**src/rtl/hs_pkg.sv**
```systemverilog
package hs_pkg;
  typedef enum logic [1:0] {RQ_IDLE, RQ_REQ, RQ_WAIT, RQ_ACK} rq_state_e;
  typedef enum logic [1:0] {RS_IDLE, RS_ACK, RS_ACCESS, RS_DRIVE} rs_state_e;

  // stored word for an address: 37*a + 11, truncated by the caller
  function automatic logic [31:0] store_word(input int unsigned a);
    return 32'(a * 37 + 11);
  endfunction
endpackage

```
**src/rtl/hs_sync.sv**
```systemverilog
module hs_sync #(
  parameter int STAGES = 2
) (
  input  logic clk,
  input  logic rst_n,
  input  logic d,
  output logic q
);
  logic [STAGES-1:0] chain;

  always_ff @(posedge clk) begin
    if (!rst_n) chain <= '0;
    else        chain <= {chain[STAGES-2:0], d};
  end

  assign q = chain[STAGES-1];
endmodule

```
**src/rtl/hs_requester.sv**
```systemverilog
module hs_requester
  import hs_pkg::*;
#(
  parameter int DW = 16,
  parameter int AW = 4,
  parameter int SYNC_STAGES = 2
) (
  input  logic          clk,
  input  logic          rst_n,
  input  logic          cmd_valid,
  input  logic [AW-1:0] cmd_addr,
  output logic          cmd_ready,
  output logic          done,
  output logic [DW-1:0] done_data,
  input  logic          ack_line,
  input  logic          rdy_line,
  input  logic [DW-1:0] bus_in,
  output logic          rreq_o,
  output logic          ack_o,
  output logic          oe_o,
  output logic [DW-1:0] drive_o
);
  rq_state_e     st;
  logic          ack_s, rdy_s;
  logic [AW-1:0] addr_q;
  logic [DW-1:0] data_q;

  hs_sync #(.STAGES(SYNC_STAGES)) u_sync_ack (.clk(clk), .rst_n(rst_n), .d(ack_line), .q(ack_s));
  hs_sync #(.STAGES(SYNC_STAGES)) u_sync_rdy (.clk(clk), .rst_n(rst_n), .d(rdy_line), .q(rdy_s));

  // named events
  logic ev_accept, ev_seen_ack, ev_seen_rdy, ev_seen_rdy_low;
  assign cmd_ready       = (st == RQ_IDLE) && !ack_s && !rdy_s;
  assign ev_accept       = cmd_valid && cmd_ready;
  assign ev_seen_ack     = (st == RQ_REQ) && ack_s;
  assign ev_seen_rdy     = (st == RQ_WAIT) && rdy_s;
  assign ev_seen_rdy_low = (st == RQ_ACK) && !rdy_s;

  always_ff @(posedge clk) begin
    if (!rst_n) begin
      st     <= RQ_IDLE;
      rreq_o <= 1'b0;
      ack_o  <= 1'b0;
      oe_o   <= 1'b0;
      done   <= 1'b0;
      addr_q <= '0;
      data_q <= '0;
    end else begin
      done <= 1'b0;
      unique case (st)
        RQ_IDLE: if (ev_accept) begin
          addr_q <= cmd_addr;
          rreq_o <= 1'b1;
          oe_o   <= 1'b1;
          st     <= RQ_REQ;
        end
        RQ_REQ: if (ev_seen_ack) begin
          rreq_o <= 1'b0;
          oe_o   <= 1'b0;
          st     <= RQ_WAIT;
        end
        RQ_WAIT: if (ev_seen_rdy) begin
          data_q <= bus_in;
          ack_o  <= 1'b1;
          st     <= RQ_ACK;
        end
        RQ_ACK: if (ev_seen_rdy_low) begin
          ack_o <= 1'b0;
          done  <= 1'b1;
          st    <= RQ_IDLE;
        end
        default: st <= RQ_IDLE;
      endcase
    end
  end

  assign drive_o   = DW'(addr_q);
  assign done_data = data_q;

  a_r2_hold_request: assert property (@(posedge clk) disable iff (!rst_n)
    rreq_o && !ack_s |=> rreq_o);
  a_r3_ack_after_rdy: assert property (@(posedge clk) disable iff (!rst_n)
    $rose(ack_o) |-> $past(rdy_s));
  a_r5_done_single: assert property (@(posedge clk) disable iff (!rst_n)
    done |=> !done);
  a_r6_ready_quiet: assert property (@(posedge clk) disable iff (!rst_n)
    cmd_ready |-> !rreq_o && !ack_o && !oe_o);
endmodule

```
**src/rtl/hs_responder.sv**
```systemverilog
module hs_responder
  import hs_pkg::*;
#(
  parameter int DW = 16,
  parameter int AW = 4,
  parameter int DEPTH = 16,
  parameter int ACC_DLY = 3,
  parameter int SYNC_STAGES = 2
) (
  input  logic          clk,
  input  logic          rst_n,
  input  logic          rreq_line,
  input  logic          ack_line,
  input  logic [DW-1:0] bus_in,
  output logic          ack_o,
  output logic          rdy_o,
  output logic          oe_o,
  output logic [DW-1:0] drive_o
);
  localparam int CW = (ACC_DLY > 1) ? $clog2(ACC_DLY) : 1;
  localparam int LAST = ACC_DLY - 1;

  rs_state_e     st;
  logic          rreq_s, ack_s;
  logic [AW-1:0] addr_q;
  logic [DW-1:0] data_q;
  logic [CW-1:0] cnt;
  logic [DW-1:0] store [DEPTH];

  hs_sync #(.STAGES(SYNC_STAGES)) u_sync_req (.clk(clk), .rst_n(rst_n), .d(rreq_line), .q(rreq_s));
  hs_sync #(.STAGES(SYNC_STAGES)) u_sync_ack (.clk(clk), .rst_n(rst_n), .d(ack_line),  .q(ack_s));

  for (genvar i = 0; i < DEPTH; i++) begin : g_store
    assign store[i] = DW'(store_word(i));
  end

  logic ev_take_addr, ev_req_gone, ev_access_end, ev_seen_ack;
  assign ev_take_addr  = (st == RS_IDLE) && rreq_s && !ack_s;
  assign ev_req_gone   = (st == RS_ACK) && !rreq_s;
  assign ev_access_end = (st == RS_ACCESS) && (int'(cnt) >= LAST) && !ack_s;
  assign ev_seen_ack   = (st == RS_DRIVE) && ack_s;

  always_ff @(posedge clk) begin
    if (!rst_n) begin
      st     <= RS_IDLE;
      ack_o  <= 1'b0;
      rdy_o  <= 1'b0;
      oe_o   <= 1'b0;
      addr_q <= '0;
      data_q <= '0;
      cnt    <= '0;
    end else begin
      unique case (st)
        RS_IDLE: if (ev_take_addr) begin
          addr_q <= bus_in[AW-1:0];
          ack_o  <= 1'b1;
          st     <= RS_ACK;
        end
        RS_ACK: if (ev_req_gone) begin
          ack_o <= 1'b0;
          cnt   <= '0;
          st    <= RS_ACCESS;
        end
        RS_ACCESS: begin
          if (ev_access_end) begin
            data_q <= store[addr_q];
            rdy_o  <= 1'b1;
            oe_o   <= 1'b1;
            st     <= RS_DRIVE;
          end else if (int'(cnt) < LAST) begin
            cnt <= cnt + 1'b1;
          end
        end
        RS_DRIVE: if (ev_seen_ack) begin
          rdy_o <= 1'b0;
          oe_o  <= 1'b0;
          st    <= RS_IDLE;
        end
        default: st <= RS_IDLE;
      endcase
    end
  end

  assign drive_o = data_q;

  a_r3_ack_after_req: assert property (@(posedge clk) disable iff (!rst_n)
    $rose(ack_o) |-> $past(rreq_s));
  a_r3_rdy_drop_on_ack: assert property (@(posedge clk) disable iff (!rst_n)
    $fell(rdy_o) |-> $past(ack_s));
  a_r7_rdy_after_quiet_ack: assert property (@(posedge clk) disable iff (!rst_n)
    $rose(rdy_o) |-> $past(!ack_s) && !ack_o);
endmodule

```
**src/rtl/hs_read_link.sv**
```systemverilog
module hs_read_link #(
  parameter int DW = 16,
  parameter int DEPTH = 16,
  parameter int AW = $clog2(DEPTH),
  parameter int ACC_DLY = 3,
  parameter int SYNC_STAGES = 2
) (
  input  logic          clk,
  input  logic          rst_n,
  input  logic          cmd_valid,
  input  logic [AW-1:0] cmd_addr,
  output logic          cmd_ready,
  output logic          done,
  output logic [DW-1:0] done_data,
  output logic          line_rreq,
  output logic          line_ack,
  output logic          line_rdy,
  output logic [DW-1:0] line_bus
);
  logic          rq_ack, rq_oe, rs_ack, rs_oe, rreq, rdy;
  logic [DW-1:0] rq_drive, rs_drive, bus;

  assign line_ack = rq_ack | rs_ack;
  assign bus = rq_oe ? rq_drive : (rs_oe ? rs_drive : '0);

  hs_requester #(.DW(DW), .AW(AW), .SYNC_STAGES(SYNC_STAGES)) u_req (
    .clk(clk), .rst_n(rst_n), .cmd_valid(cmd_valid), .cmd_addr(cmd_addr),
    .cmd_ready(cmd_ready), .done(done), .done_data(done_data),
    .ack_line(line_ack), .rdy_line(rdy), .bus_in(bus),
    .rreq_o(rreq), .ack_o(rq_ack), .oe_o(rq_oe), .drive_o(rq_drive));

  hs_responder #(.DW(DW), .AW(AW), .DEPTH(DEPTH), .ACC_DLY(ACC_DLY),
                 .SYNC_STAGES(SYNC_STAGES)) u_rsp (
    .clk(clk), .rst_n(rst_n), .rreq_line(rreq), .ack_line(line_ack), .bus_in(bus),
    .ack_o(rs_ack), .rdy_o(rdy), .oe_o(rs_oe), .drive_o(rs_drive));

  assign line_rreq = rreq;
  assign line_rdy  = rdy;
  assign line_bus  = bus;

  a_r8_one_driver: assert property (@(posedge clk) disable iff (!rst_n)
    !(rq_oe && rs_oe));
  a_r3_ack_one_owner: assert property (@(posedge clk) disable iff (!rst_n)
    !(rq_ack && rs_ack));
endmodule

```
**config.mk**
```make
export PLATFORM = sky130hd
export DESIGN_NAME = hs_read_link
export DESIGN_NICKNAME = d
export VERILOG_FILES = /design/src/rtl/hs_pkg.sv /design/src/rtl/hs_sync.sv /design/src/rtl/hs_requester.sv /design/src/rtl/hs_responder.sv /design/src/rtl/hs_read_link.sv
export SDC_FILE = /design/constraint.sdc
export NUM_CORES = 1
export LEC_CHECK = 0
export ABC_AREA = 1
export CAP_MARGIN = 20
export CORE_ASPECT_RATIO = 1.75
export CORE_MARGIN = 4
export CORE_UTILIZATION = 60
export DETAILED_ROUTE_END_ITERATION = 8
export DONT_BUFFER_PORTS = 1
export GPL_TIMING_DRIVEN = 0
export MAX_ROUTING_LAYER = met4
export PLACE_DENSITY = 0.74
export SETUP_SLACK_MARGIN = 0.05
export SLEW_MARGIN = 10
export SYNTH_ARGS = -nofsm -noshare
export SYNTH_HDL_FRONTEND = slang
export SYNTH_SLANG_ARGS = --single-unit
```
**constraint.sdc**
```tcl
create_clock -name clk -period 1.68 [get_ports clk]
set_input_delay 0.336 -clock clk [delete_from_list [all_inputs] [get_ports clk]]
set_output_delay 0.336 -clock clk [all_outputs]
set_load 0.1 [all_outputs]
```
==> reports/metrics.yaml <==
die_y_um: 90.06
period_share_pct: 124.9
final_cell_mix: "41 x nor2_1, 40 x nand2_1, 37 x dfxtp_1, 35 x inv_1, 25 x buf_4"
cp_slowest_cell: "dfxtp_4"
num_rows: 29
net-switching-power_mw: 1.709
yosysUniqueCellTypes: 28
rr_worst_depth: 4
min_period_ns: 2.098
p_per_area_nw_per_um2: 1425
yosysWarnings: 0
start_util_pct: 62.99
cts_sinks: 45
worstSkewPairLatency_ns: 0.30
area_growth_pct: 19.35
cp.arrival_ns: 1.76
cpPeakStageDelay_ns: 0.57
fmax_ghz: 0.4766
ant_nets: 0
first_pass_iters: 4
p_int_mw: 2.217
setup_viol: 17
finClkSkew_ns: 0.01409
hold_viol: 0
via_per_inst: 5.141
core_region_area_sq_um: 3665
holdBufCountCts: 0
cap_violations: 0
clk_pin_slew_worst_paths_ns: 0.09
rsz0062_at_grt: "true"
min_path_cells: 2
cts_max_level: 2
fin_ws_ns: -0.4184
detailed_place_hpwl_um: 3961
cp_num_cells: 4
switching_share_pct: 43.52
slew_headroom_pct: 34.52
dpl_cell_area_sq_um: 2486
maxSlewViolCount: 0
synth_edf_count: 0
clk_path_buf_depth: 2
p_seq_share_pct: 35.2
yosysSeqAreaShare_pct: 39.02
tightest_slew_ns: 0.9809
drive_above_1_share_pct: 24.71
r2r-start: "u_req.rreq_o"
wl_per_cell_um: 14.12
critPathTopFamily: "simple AND/OR/NAND/NOR gates"
cts-buffers-inserted: 5
grt_pass1_wl_um: 8735
fin_area_sq_um: 2755
power.leakage_nw: 1.271
dieWidth_um: 54.89
place_inst: 370
grt_usage_pct: 24.10
ios: 44
diodes: 0
final_common_cell: "nor2_1"
crit_fanout: 6
die_area_sq_um: 4943
hp-start: "cmd_valid"
crit_path_end_kind: "output pin"
finalNetCount: 366
place.gp.congestion: 0.8653
critPathBufInv: 2
cp_cell_sequence: "inv_4 -> nor2_4 -> inv_4 -> nor2_4"
gr-total-overflow: 0
syn_inst: 313
async_flop_share_pct: 0
finalPower_mw: 3.926
first_iter_violations: 38
grt_pass1_vias: 1969
required_ns: 1.34
antenna_found_initial: 0
synthFlopType: "dfxtp_1"
totalWireLength_um: 5508
num_vias: 2005
power_frac_clock_pct: 20.7
startpoint_type: "flop"
syn_area_per_cell_sq_um: 7.375
ir_drop_mv: 1.101
cts_root_buf: "clkbuf_8"
startpoint: "u_rsp.rdy_o"
ys_ff_latch: 45
syn_area_sq_um: 2308
cts_tree: "built"
worst-setup-path-type: "reg -> out"
status: "finished, violations left"
violations: "negative setup slack"
hold_class: "in -> reg"
fin_util_pct: 75.18
port_buffers: 0
power_frac_comb_pct: 44.1
finalNonFillerCells: 390
grt_start_max_net_pins: 15
drc_errors: 0
-- layout make-up --
cell class / count / area [sq um]
Timing Repair Buffer: 12 / 90.09
Tap cell: 46 / 57.56
Fill cell: 305 / 909.6
Buffer: 20 / 141.4
Clock buffer: 6 / 72.57
Multi-Input combinational cell: 209 / 1222
Sequential cell: 45 / 918.4
Inverter: 50 / 214.0
Clock inverter: 2 / 38.79
-- path summary, 6_finish.rpt --
check	endpoint	slack, ns
worst min register to register	u_rsp.u_sync_req.chain[1]	0.42
worst min-delay path	u_req.addr_q[3]	0.20
worst max-delay path	line_bus[5]	-0.42
worst max register to register	u_req.done_data[1]	-0.07
-- power by group through the flow --
stage | clock network [mW] | logic (mW) | registers (mW)
global placement | 0 | 1.37 | 1.40
floorplan | 0 | 1.22 | 1.37
global route | 0.863 | 1.89 | 1.40
detailed placement | 0 | 1.39 | 1.40
CTS | 0.827 | 1.61 | 1.38
finish | 0.813 | 1.73 | 1.38
-- Yosys cell counts, types with 2 or more instances --
master,n,area (sq um)
o21ai_1,13,65.06
dfxtp_1,45,900.9
inv_2,5,18.77
a21oi_2,2,17.52
nand3_1,9,45.04
ha_1,16,200.2
nor2_2,3,18.77
nand2_2,4,25.02
nand4_1,4,25.02
nor2_1,46,172.7
clkbuf_1,3,11.26
nand2_1,43,161.4
buf_6,2,22.52
buf_4,13,97.59
o211ai_1,2,15.01
inv_1,44,165.2
o21ai_0,24,120.1
buf_2,2,10.01
a22oi_1,2,15.01
a21oi_1,23,115.1
-- registers in the layout (all words and copies together) (netlist names), 2 cells and up --
register / cells
u_req.done_data: 10
u_rsp.u_sync_req.chain: 2
u_rsp.addr_q: 4
u_req.st: 2
u_rsp.st: 2
u_req.addr_q: 4
u_req.u_sync_rdy.chain: 2
u_rsp.drive_o: 10
u_rsp.cnt: 2
-- kinds of logic after synthesis --
logic type               synth area share [%]
other                                  0.1624
XOR/XNOR                               0.3795
buffers and inverters                   14.25
flip-flops                              39.02
AO/OA/AOI/OAI                           15.83
AND/OR/NAND/NOR                         21.68
adder cells (fa/ha/maj)                 8.672
-- through the flow --
| step | setup WS (ns) | TNS [ns] | hold WS, ns |
|---|---|---|---|
| 2_1_floorplan | -0.1211 | -0.3694 | 0.3905 |
| 3_3_place_gp | -0.3852 | -1.565 | 0.4012 |
| 3_5_place_dp | -0.3955 | -1.788 | 0.4000 |
| 4_1_cts | -0.4606 | -4.448 | 0.1921 |
| 5_1_grt | -0.5066 | -5.693 | 0.1955 |
| 6_report | -0.4184 | -4.383 | 0.1968 |
-- metal layers --
metal / part of all wire (%) / up-vias / track usage (%)
met3: 5.0 / 17 / 5.464
met1: 37 / 915 / 24.97
met4: 4.0 / 0 / 11.97
met5: 0 / - / -
li1: - / 1020 / -
met2: 54 / 53 / 40.32
-- worst register-to-register path: stages, from the launching register on --
cell     delay, ns
dfxtp_4       0.59
inv_1         0.21
o21ai_4       0.65
o21ai_0       0.17
inv_1         0.07
-- what timing repair did --
item | in CTS | in global routing
buffers inserted | 10 | 3
endpoints found under the hold margin | 0 | 0
setup endpoints to repair | 21 | 25
resized for setup | 11 | 13
pin swaps | 8 | 11
Power figures use the tool's default switching activity.
